==> config.mk <==
export PLATFORM = sky130hd
export DESIGN_NAME = panel_pwr_seq
export DESIGN_NICKNAME = d
export VERILOG_FILES = /design/src/rtl/panel_seq_pkg.sv /design/src/rtl/pseq_timebase.sv /design/src/rtl/pseq_pwm.sv /design/src/rtl/pseq_disp_delay.sv /design/src/rtl/panel_pwr_seq.sv
export SDC_FILE = /design/constraint.sdc
export NUM_CORES = 1
export LEC_CHECK = 0
export ABC_CLOCK_PERIOD_IN_PS = 1550
export CORE_AREA = 2 2 58 71
export CTS_CLUSTER_SIZE = 28
export DETAILED_ROUTE_END_ITERATION = 12
export DIE_AREA = 0 0 60 73
export PLACE_DENSITY = 0.76
export SLEW_MARGIN = 25
export SYNTH_ARGS = -nofsm -noshare
export SYNTH_HDL_FRONTEND = slang
export SYNTH_SLANG_ARGS = --single-unit
==> constraint.sdc <==
create_clock -name clk -period 1.55 [get_ports clk]
set_input_delay 0.31 -clock clk [delete_from_list [all_inputs] [get_ports clk]]
set_output_delay 0.31 -clock clk [all_outputs]
set_load 0.05 [all_outputs]
==> src/rtl/panel_seq_pkg.sv <==
package panel_seq_pkg;

  typedef enum logic [1:0] {
    DLY_IDLE = 2'd0,
    DLY_ONE  = 2'd1,
    DLY_ON   = 2'd2
  } dly_state_e;

endpackage

==> src/rtl/pseq_timebase.sv <==
module pseq_timebase #(
  parameter int STEP_DIV   = 3125,
  parameter int TICK_STEPS = 2000,
  parameter int DUTY_W     = 5
) (
  input  logic              clk,
  input  logic              rst_n,
  output logic              step_o,
  output logic              wrap_o,
  output logic              tick_o,
  output logic [DUTY_W-1:0] pos_o
);
  localparam int DIV_W = $clog2(STEP_DIV + 1);
  localparam int TK_W  = $clog2(TICK_STEPS + 1);
  localparam logic [DIV_W-1:0] DIV_LAST = DIV_W'(STEP_DIV - 1);
  localparam logic [TK_W-1:0]  TK_LAST  = TK_W'(TICK_STEPS - 1);

  logic [DIV_W-1:0]  cnt_q, cnt_d;
  logic [TK_W-1:0]   tk_q, tk_d;
  logic [DUTY_W-1:0] pos_q, pos_d;
  logic              step;

  always_comb begin
    step  = (cnt_q == DIV_LAST);
    cnt_d = step ? '0 : cnt_q + 1'b1;
    pos_d = pos_q;
    tk_d  = tk_q;
    if (step) begin
      pos_d = pos_q + 1'b1;
      tk_d  = (tk_q == TK_LAST) ? '0 : tk_q + 1'b1;
    end
  end

  always_ff @(posedge clk or negedge rst_n) begin
    if (!rst_n) begin
      cnt_q <= '0;
      tk_q  <= '0;
      pos_q <= '0;
    end else begin
      cnt_q <= cnt_d;
      if (step) begin
        tk_q  <= tk_d;
        pos_q <= pos_d;
      end
    end
  end

  assign step_o = step;
  assign wrap_o = step && (pos_q == '1);
  assign tick_o = step && (tk_q == TK_LAST);
  assign pos_o  = pos_q;

  // the step position advances by one on every step tick
  p_pos_advance_r3: assert property (@(posedge clk) disable iff (!rst_n)
    step |=> (pos_q == DUTY_W'($past(pos_q) + 1'b1)));

  // the step position holds between step ticks
  p_pos_hold_r3: assert property (@(posedge clk) disable iff (!rst_n)
    !step |=> $stable(pos_q));

endmodule

==> src/rtl/pseq_pwm.sv <==
module pseq_pwm #(
  parameter int DUTY_W = 5
) (
  input  logic              clk,
  input  logic              rst_n,
  input  logic              wrap_i,
  input  logic [DUTY_W-1:0] pos_i,
  input  logic [DUTY_W-1:0] duty_i,
  output logic              hi_o
);
  logic [DUTY_W-1:0] duty_act_q, duty_act_d;

  always_comb begin
    duty_act_d = wrap_i ? duty_i : duty_act_q;
  end

  always_ff @(posedge clk or negedge rst_n) begin
    if (!rst_n) begin
      duty_act_q <= '0;
    end else if (wrap_i) begin
      duty_act_q <= duty_act_d;
    end
  end

  assign hi_o = (duty_act_q == '0) || (pos_i < duty_act_q);

  // the active duty code changes only at a period boundary
  p_duty_hold_r4: assert property (@(posedge clk) disable iff (!rst_n)
    !wrap_i |=> $stable(duty_act_q));

  // a period always starts with the output high
  p_period_start_high_r3: assert property (@(posedge clk) disable iff (!rst_n)
    wrap_i |=> hi_o);

endmodule

==> src/rtl/pseq_disp_delay.sv <==
module pseq_disp_delay
  import panel_seq_pkg::*;
(
  input  logic clk,
  input  logic rst_n,
  input  logic pwr_i,
  input  logic tick_i,
  output logic disp_o
);
  dly_state_e st_q, st_d;

  always_comb begin
    st_d = st_q;
    if (!pwr_i) begin
      st_d = DLY_IDLE;
    end else begin
      case (st_q)
        DLY_IDLE: if (tick_i) st_d = DLY_ONE;
        DLY_ONE:  if (tick_i) st_d = DLY_ON;
        DLY_ON:   st_d = DLY_ON;
        default:  st_d = DLY_IDLE;
      endcase
    end
  end

  always_ff @(posedge clk or negedge rst_n) begin
    if (!rst_n) begin
      st_q <= DLY_IDLE;
    end else begin
      st_q <= st_d;
    end
  end

  assign disp_o = pwr_i && (st_q == DLY_ON);

  // the on state is entered only on a tick
  p_on_after_tick_r6: assert property (@(posedge clk) disable iff (!rst_n)
    $rose(st_q == DLY_ON) |-> $past(tick_i));

  // a supply drop clears any count in progress
  p_cancel_r8: assert property (@(posedge clk) disable iff (!rst_n)
    !pwr_i |=> (st_q == DLY_IDLE));

endmodule

==> src/rtl/panel_pwr_seq.sv <==
module panel_pwr_seq #(
  parameter int STEP_DIV   = 3125,
  parameter int TICK_STEPS = 2000,
  parameter int DUTY_W     = 5
) (
  input  logic              clk,
  input  logic              rst_n,
  input  logic              panel_pwr_i,
  input  logic              wr_en_i,
  input  logic              wr_bl_en_i,
  input  logic [DUTY_W-1:0] wr_duty_i,
  output logic              bl_out_o,
  output logic              disp_on_o
);
  logic              rst_s1_q, rst_i;
  logic              en_q, en_d;
  logic [DUTY_W-1:0] duty_q, duty_d;
  logic              step, wrap, tick, pwm_hi;
  logic [DUTY_W-1:0] pos;

  // reset: asserted at once, released after two clock edges
  always_ff @(posedge clk or negedge rst_n) begin
    if (!rst_n) begin
      rst_s1_q <= 1'b0;
      rst_i    <= 1'b0;
    end else begin
      rst_s1_q <= 1'b1;
      rst_i    <= rst_s1_q;
    end
  end

  always_comb begin
    en_d   = wr_en_i ? wr_bl_en_i : en_q;
    duty_d = wr_en_i ? wr_duty_i  : duty_q;
  end

  always_ff @(posedge clk or negedge rst_i) begin
    if (!rst_i) begin
      en_q   <= 1'b0;
      duty_q <= '0;
    end else if (wr_en_i) begin
      en_q   <= en_d;
      duty_q <= duty_d;
    end
  end

  pseq_timebase #(
    .STEP_DIV  (STEP_DIV),
    .TICK_STEPS(TICK_STEPS),
    .DUTY_W    (DUTY_W)
  ) u_timebase (
    .clk   (clk),
    .rst_n (rst_i),
    .step_o(step),
    .wrap_o(wrap),
    .tick_o(tick),
    .pos_o (pos)
  );

  pseq_pwm #(
    .DUTY_W(DUTY_W)
  ) u_pwm (
    .clk   (clk),
    .rst_n (rst_i),
    .wrap_i(wrap),
    .pos_i (pos),
    .duty_i(duty_q),
    .hi_o  (pwm_hi)
  );

  pseq_disp_delay u_delay (
    .clk   (clk),
    .rst_n (rst_i),
    .pwr_i (panel_pwr_i),
    .tick_i(tick),
    .disp_o(disp_on_o)
  );

  assign bl_out_o = panel_pwr_i && en_q && pwm_hi;

  // no backlight without supply and enable
  p_bl_gate_r1: assert property (@(posedge clk) disable iff (!rst_i)
    (!panel_pwr_i || !en_q) |-> !bl_out_o);

  // display-on is low whenever the supply is low
  p_disp_drop_r7: assert property (@(posedge clk) disable iff (!rst_i)
    !panel_pwr_i |-> !disp_on_o);

  // a write stores the enable value
  p_wr_load_r5: assert property (@(posedge clk) disable iff (!rst_i)
    wr_en_i |=> (en_q == $past(wr_bl_en_i)));

  // the step tick is a single-cycle strobe
  p_step_pulse_r3: assert property (@(posedge clk) disable iff (!rst_i)
    step |=> !step || (STEP_DIV == 1));

endmodule

# Word level (Yosys, flattened, before mapping)
# Cells that the tools add are included.
[totals] regBits=43 latchBits=0 ram_bits=0 romBits=0 in_bits=10 output_inout_bits=2 wordCells=35 mem_count=0
[op_classes] add_sub_neg=3 multipliers=0 div_mod_pow=0 magnitude_cmp=1 eq_ne=7 shifts=0 muxes=6 bitwise=0 reduce_logical=9
[op_table] cell="$add A12 B1 Y12 const B" count=1
[op_table] cell="$eq A12 B12 Y1 const B" count=1
[op_table] cell="$mux W12" count=1
[op_table] cell="$add A11 B1 Y11 const B" count=1
[op_table] cell="$eq A11 B11 Y1 const B" count=1
[op_table] cell="$mux W11" count=1
[op_table] cell="$mux W2" count=3
[op_table] cell="$ne A3 B3 Y1 const B" count=2
[op_table] cell="$pmux W2 S3" count=1
[op_table] cell="$add A5 B1 Y5 const B" count=1
[op_table] cell="$eq A5 B5 Y1 const B" count=1
[op_table] cell="$logic_and A1 B1 Y1" count=5
[op_table] cell="$logic_not A5 Y1" count=1
[op_table] cell="$lt A5 B5 Y1" count=1
[op_table] cell="$eq A2 B1 Y1 const B" count=1
[op_table] cell="$eq A2 B2 Y1 const B" count=1
[op_table] cell="$logic_not A2 Y1" count=1
[op_table] cell="$reduce_and A2 Y1" count=1
[op_table] cell="$logic_or A1 B1 Y1" count=1

# Depth between registers and ports, before layout
[logic_depth] word_depth=5 mapped_depth=8

# Cells and area by module
# Synthesis repeated with hierarchy kept, for this count alone.
[unflattened] cells_unflattened=201 hier_area_um2=2147.1
[modules_own_cells] mod="pseq_timebase" instances=1 cells_per_inst=137 area_per_inst_um2=1402.6 seq_area_each_um2=700.7
[modules_own_cells] mod="panel_pwr_seq" instances=1 cells_per_inst=17 area_per_inst_um2=311.5 seq_area_each_um2=200.2
[modules_own_cells] mod="pseq_pwm" instances=1 cells_per_inst=33 area_per_inst_um2=289.0 seq_area_each_um2=125.1
[modules_own_cells] mod="pseq_disp_delay" instances=1 cells_per_inst=14 area_per_inst_um2=143.9 seq_area_each_um2=50.0

# Least setup slack after synthesis
# No wires, ideal clock.
[synth_timing] kind="reg2out" startpoint="register u_timebase.pos_q[1] (netlist: u_timebase.pos_o[1])" endpoint="output bl_out_o" arrival_time_ns=2.594 required_ns=1.240 path_slack_ns=-1.354 stages_incl_launch_ff=6 n_path_buf=0 path_cell_list="dfrtp_1 > ha_1 > a21o_1 > a21oi_1 > nor2b_1 > o41ai_1"
[synth_between] elab_chain_len=3
[synth_lines] item="start: declaration" line_no="pseq_timebase.sv:20" source="logic [DUTY_W-1:0] pos_q, pos_d;"
[synth_lines] item="start signal: assignment" line_no="pseq_timebase.sv:43" source="pos_q <= pos_d;"
[synth_lines] item="$lt A5 B5 Y1" line_no="pseq_pwm.sv:25" source="assign hi_o = (duty_act_q == '0) || (pos_i < duty_act_q);"
[synth_lines] item="$logic_or A1 B1 Y1" line_no="pseq_pwm.sv:25"
[synth_lines] item="$logic_and A1 B1 Y1" line_no="panel_pwr_seq.sv:79" source="assign bl_out_o = panel_pwr_i && en_q && pwm_hi;"
[synth_lines] item="end: declaration" line_no="panel_pwr_seq.sv:12" source="output logic bl_out_o,"
# Every way passes these cells.

# Worst setup path after layout
# Same ends and word-level chain as after synthesis.

==> flow_summary_export.csv <==
group,metric,value,unit
die,dieArea,0.00438,mm²
cts,hold_buffers,0,
logic_synthesis,yosys.area_share.adder,7.22,%
placed_design,routabilityCongestion,0.845,
final_layout,num-fill-cells,211,
logic_synthesis,yosys.area_share.simple,17.1,%
timing,fmax,464,MHz
timing,hold_viol_final,0,
logic_synthesis,synth_top_area_cell,"dfrtp_1",
cts,cts.clk_slew.worst_paths,0.08,ns
die,coreArea,0.00378,mm²
logic_synthesis,synth_fp_nets,211,
die,initial_core_util,54.9,%
global_routing,grt_pass1_wl,7650,µm
drt,dr.pass1.iters,4,
logic_synthesis,synth.area.mux_share,8.01,%
setup_path,cp-end-kind,"output port",
timing,setup_ws,-0.603,ns
timing,setup_viol_count_final,32,
drt,wirelength,4930,µm
final_layout,stdcell_area,0.00287,mm²
pwr,ir_worst_vdd,0.790,mV
final_layout,areaGrowthSynthToFinish,38.3,%
global_routing,gr-total-overflow,0,
outcome,status,"finished with violations",
placed_design,hpwlAfterDp,3120,µm
cts,cts_num_sinks,43,
run,drv_cap,0,
logic_synthesis,yosys-top-cells-area,"dfrtp_1, ha_1, mux2_2",
pwr,total_power,2.10,mW
drt,ant_nets,0,
final_layout,seq_area,0.00108,mm²
logic_synthesis,synth_cells,189,
drt,drtIter0Drc,60,
logic_synthesis,yosysSeqAreaShare,51.8,%
drt,drc,0,
placed_design,port_buffers,11,
setup_path,critPathLaunchType,"register",
setup_path,rr_worst_depth,7,
timing,drv_slew,0,
final_layout,layoutNonFillerInstCount,300,
global_routing,antenna_found_initial,0,
timing,period_share,139,%
logic_synthesis,synth_top_family_by_area,"simple AND/OR/NAND/NOR gates",
setup_path,crit_required,1.24,ns
final_layout,multi_input_area,0.00109,mm²
global_routing,grt_pass1_vias,1689,
die,ios,12,
placed_design,placed_area,0.00258,mm²
die,die_y,73,µm
logic_synthesis,synth-xor-area-share,6.32,%
timing,clock_skew,0.00959,ns
timing,relSlewSlack,64.9,%
logic_synthesis,syn_area,0.00208,mm²
placed_design,dpl.cell_count,286,
timing,tightest_slew,0.526,ns
setup_path,crit_arrival,1.84,ns
final_layout,antenna_cells,0,
logic_synthesis,synth_compound_area_share,6.44,%
outcome,violations,"setup timing",
pwr,leakagePower,1.39,nW
timing,whs,0.164,ns
logic_synthesis,synth.top_cell.area_share,51.8,%
final_layout,drive_gt1_share,37.4,%
setup_path,critPathKind,"reg -> out",
logic_synthesis,yosys_warnings,0,
drt,num_vias,1649,
die,die-width,60,µm
cts,clkLatencyLatePin,0.30,ns
drt,viasPerCell,5.50,
cts,cts_tree,"done",
global_routing,grtUsageTotal,24.1,%
cts,h-tree-depth,2,
final_layout,final_core_util,75.9,%
pwr,p_per_area,731,mW/mm²
die,fp-row-count,25,
final_layout,fin_nets,267,
timing,min_period,2.15,ns
cts,numCtsBuffers,5,
logic_synthesis,synth.distinct_cells,34,
drt,wire_per_inst,16.4,µm
logic_synthesis,syn-mean-instance-area,11.0,µm²
cts,cts_root_buffer,"clkbuf_8",
timing,rsz0062_at_grt,"true",
cts,clockBufferDepth,2,
logic_synthesis,yosys_register_bits,43,
global_routing,grt_max_degree,42,
setup_path,path_max_fanout,4,
worst_hold_path,hp-class,"in -> async",
cells in the final DEF, fill, tap and decap left out, types with 2 or more instances in the layout:
cell / count
and3_1: 4
a31oi_1: 2
o21ai_1: 5
buf_4: 32
buf_6: 9
nand2_1: 9
nand3_1: 6
nand4_1: 8
dfrtp_1: 43
clkbuf_8: 7
nor3_1: 4
inv_1: 9
nand3b_1: 2
mux2_2: 12
a21oi_2: 4
clkdlybuf4s50_1: 9
ha_1: 11
nand2_4: 2
o21ai_2: 4
xor2_1: 5
a21oi_1: 3
mux2i_1: 2
xnor2_1: 9
nor2_1: 14
buf_12: 3
where the power goes:
group | switching, mW | total [mW] | internal (mW)
sequential | 0.0128 | 1.16 | 1.15
combinational | 0.0677 | 0.141 | 0.0737
clock | 0.394 | 0.801 | 0.407
total | 0.474 | 2.10 | 1.63
cell families after synthesis:
| kind of cell | after synthesis |
|---|---|
| adders and majority gates | 12 |
| buffers and inverters | 15 |
| other | 1 |
| muxes | 15 |
| xor gates and xnor gates | 15 |
| AOI/OAI and AO/OA | 23 |
| and+or+nand+nor | 65 |
| DFF | 43 |
routing by layer:
layer / share of wire [%] / GRT usage (%) / vias up
li1: - / - / 765
met1: 39 / 27.7 / 837
met2: 56 / 43.0 / 36
met3: 3.1 / 5.32 / 11
met4: 1.9 / 8.64 / 0
met5: 0 / 0 / -
cells in the mapped netlist:
cell	instances
mux2i_1	2
a22o_1	1
nand2_1	13
nor2_1	14
a211oi_1	1
clkbuf_1	2
or3b_2	1
or3_1	1
and3_1	4
o41ai_1	2
mux2_2	13
nor3_1	4
xor2_1	5
buf_2	1
conb_1	1
dfrtp_1	43
and2_1	1
a21o_1	1
nand3b_1	2
ha_1	12
nand3_1	7
o21ai_0	9
nor3b_1	1
a21oi_1	7
xnor2_1	10
nand2b_1	2
inv_1	11
nor2b_1	3
nand4_1	8
buf_4	1
nor4_4	1
a31oi_1	2
and4_1	2
or4b_1	1
area by class of cell:
class                   count  share of cell area [%]
inverters                  11                    1.61
repair buffers             53                    17.1
well taps                  54                    2.35
clock buffers               8                    3.48
multi-input cells         131                    38.0
flip-flops and latches     43                    37.4
repair_timing:
action / 4_1_cts / 5_1_grt
gates resized for setup: 27 / 11
setup buffers: 6 / 3
setup endpoints to repair: 29 / 33
pin swaps: 8 / 6
worst max-delay path, cell delays in order (launching register included):
cell	delay (ns)
dfrtp_1	0.42
ha_1	0.30
a21o_1	0.17
a21oi_2	0.14
nor2b_2	0.07
o41ai_4	0.26
buf_12	0.18
state kept, by name, summed over array words and instances, names as in the netlist:
signal,flops
duty_q,5
en_q,1
rst_i,1
rst_s1_q,1
u_delay.st_q,2
u_pwm.duty_act_q,5
u_timebase.cnt_q,12
u_timebase.pos_o,5
u_timebase.tk_q,11
worst paths after layout:
path / slack (ns) / from / to
setup / recovery: -0.60 / u_timebase.pos_o[1] / bl_out_o
hold / removal: 0.16 / rst_n / rst_i
setup reg to reg: -0.40 / u_timebase.cnt_q[6] / u_timebase.tk_q[8]
hold reg to reg: 0.30 / rst_i / u_timebase.pos_o[2]
max in group asynchronous: 0.88 / rst_i / u_timebase.tk_q[6]
min in group clk: 0.35 / rst_s1_q / rst_i
metrics by stage:
step | setup WS (ns) | TNS (ns)
floorplan | -0.390 | -8.60
global placement | -0.280 | -4.68
detailed placement | -0.339 | -5.57
CTS | -0.626 | -7.42
global route | -0.705 | -9.36
finish | -0.603 | -8.01
No activity file was read; power rests on OpenSTA's default activity.
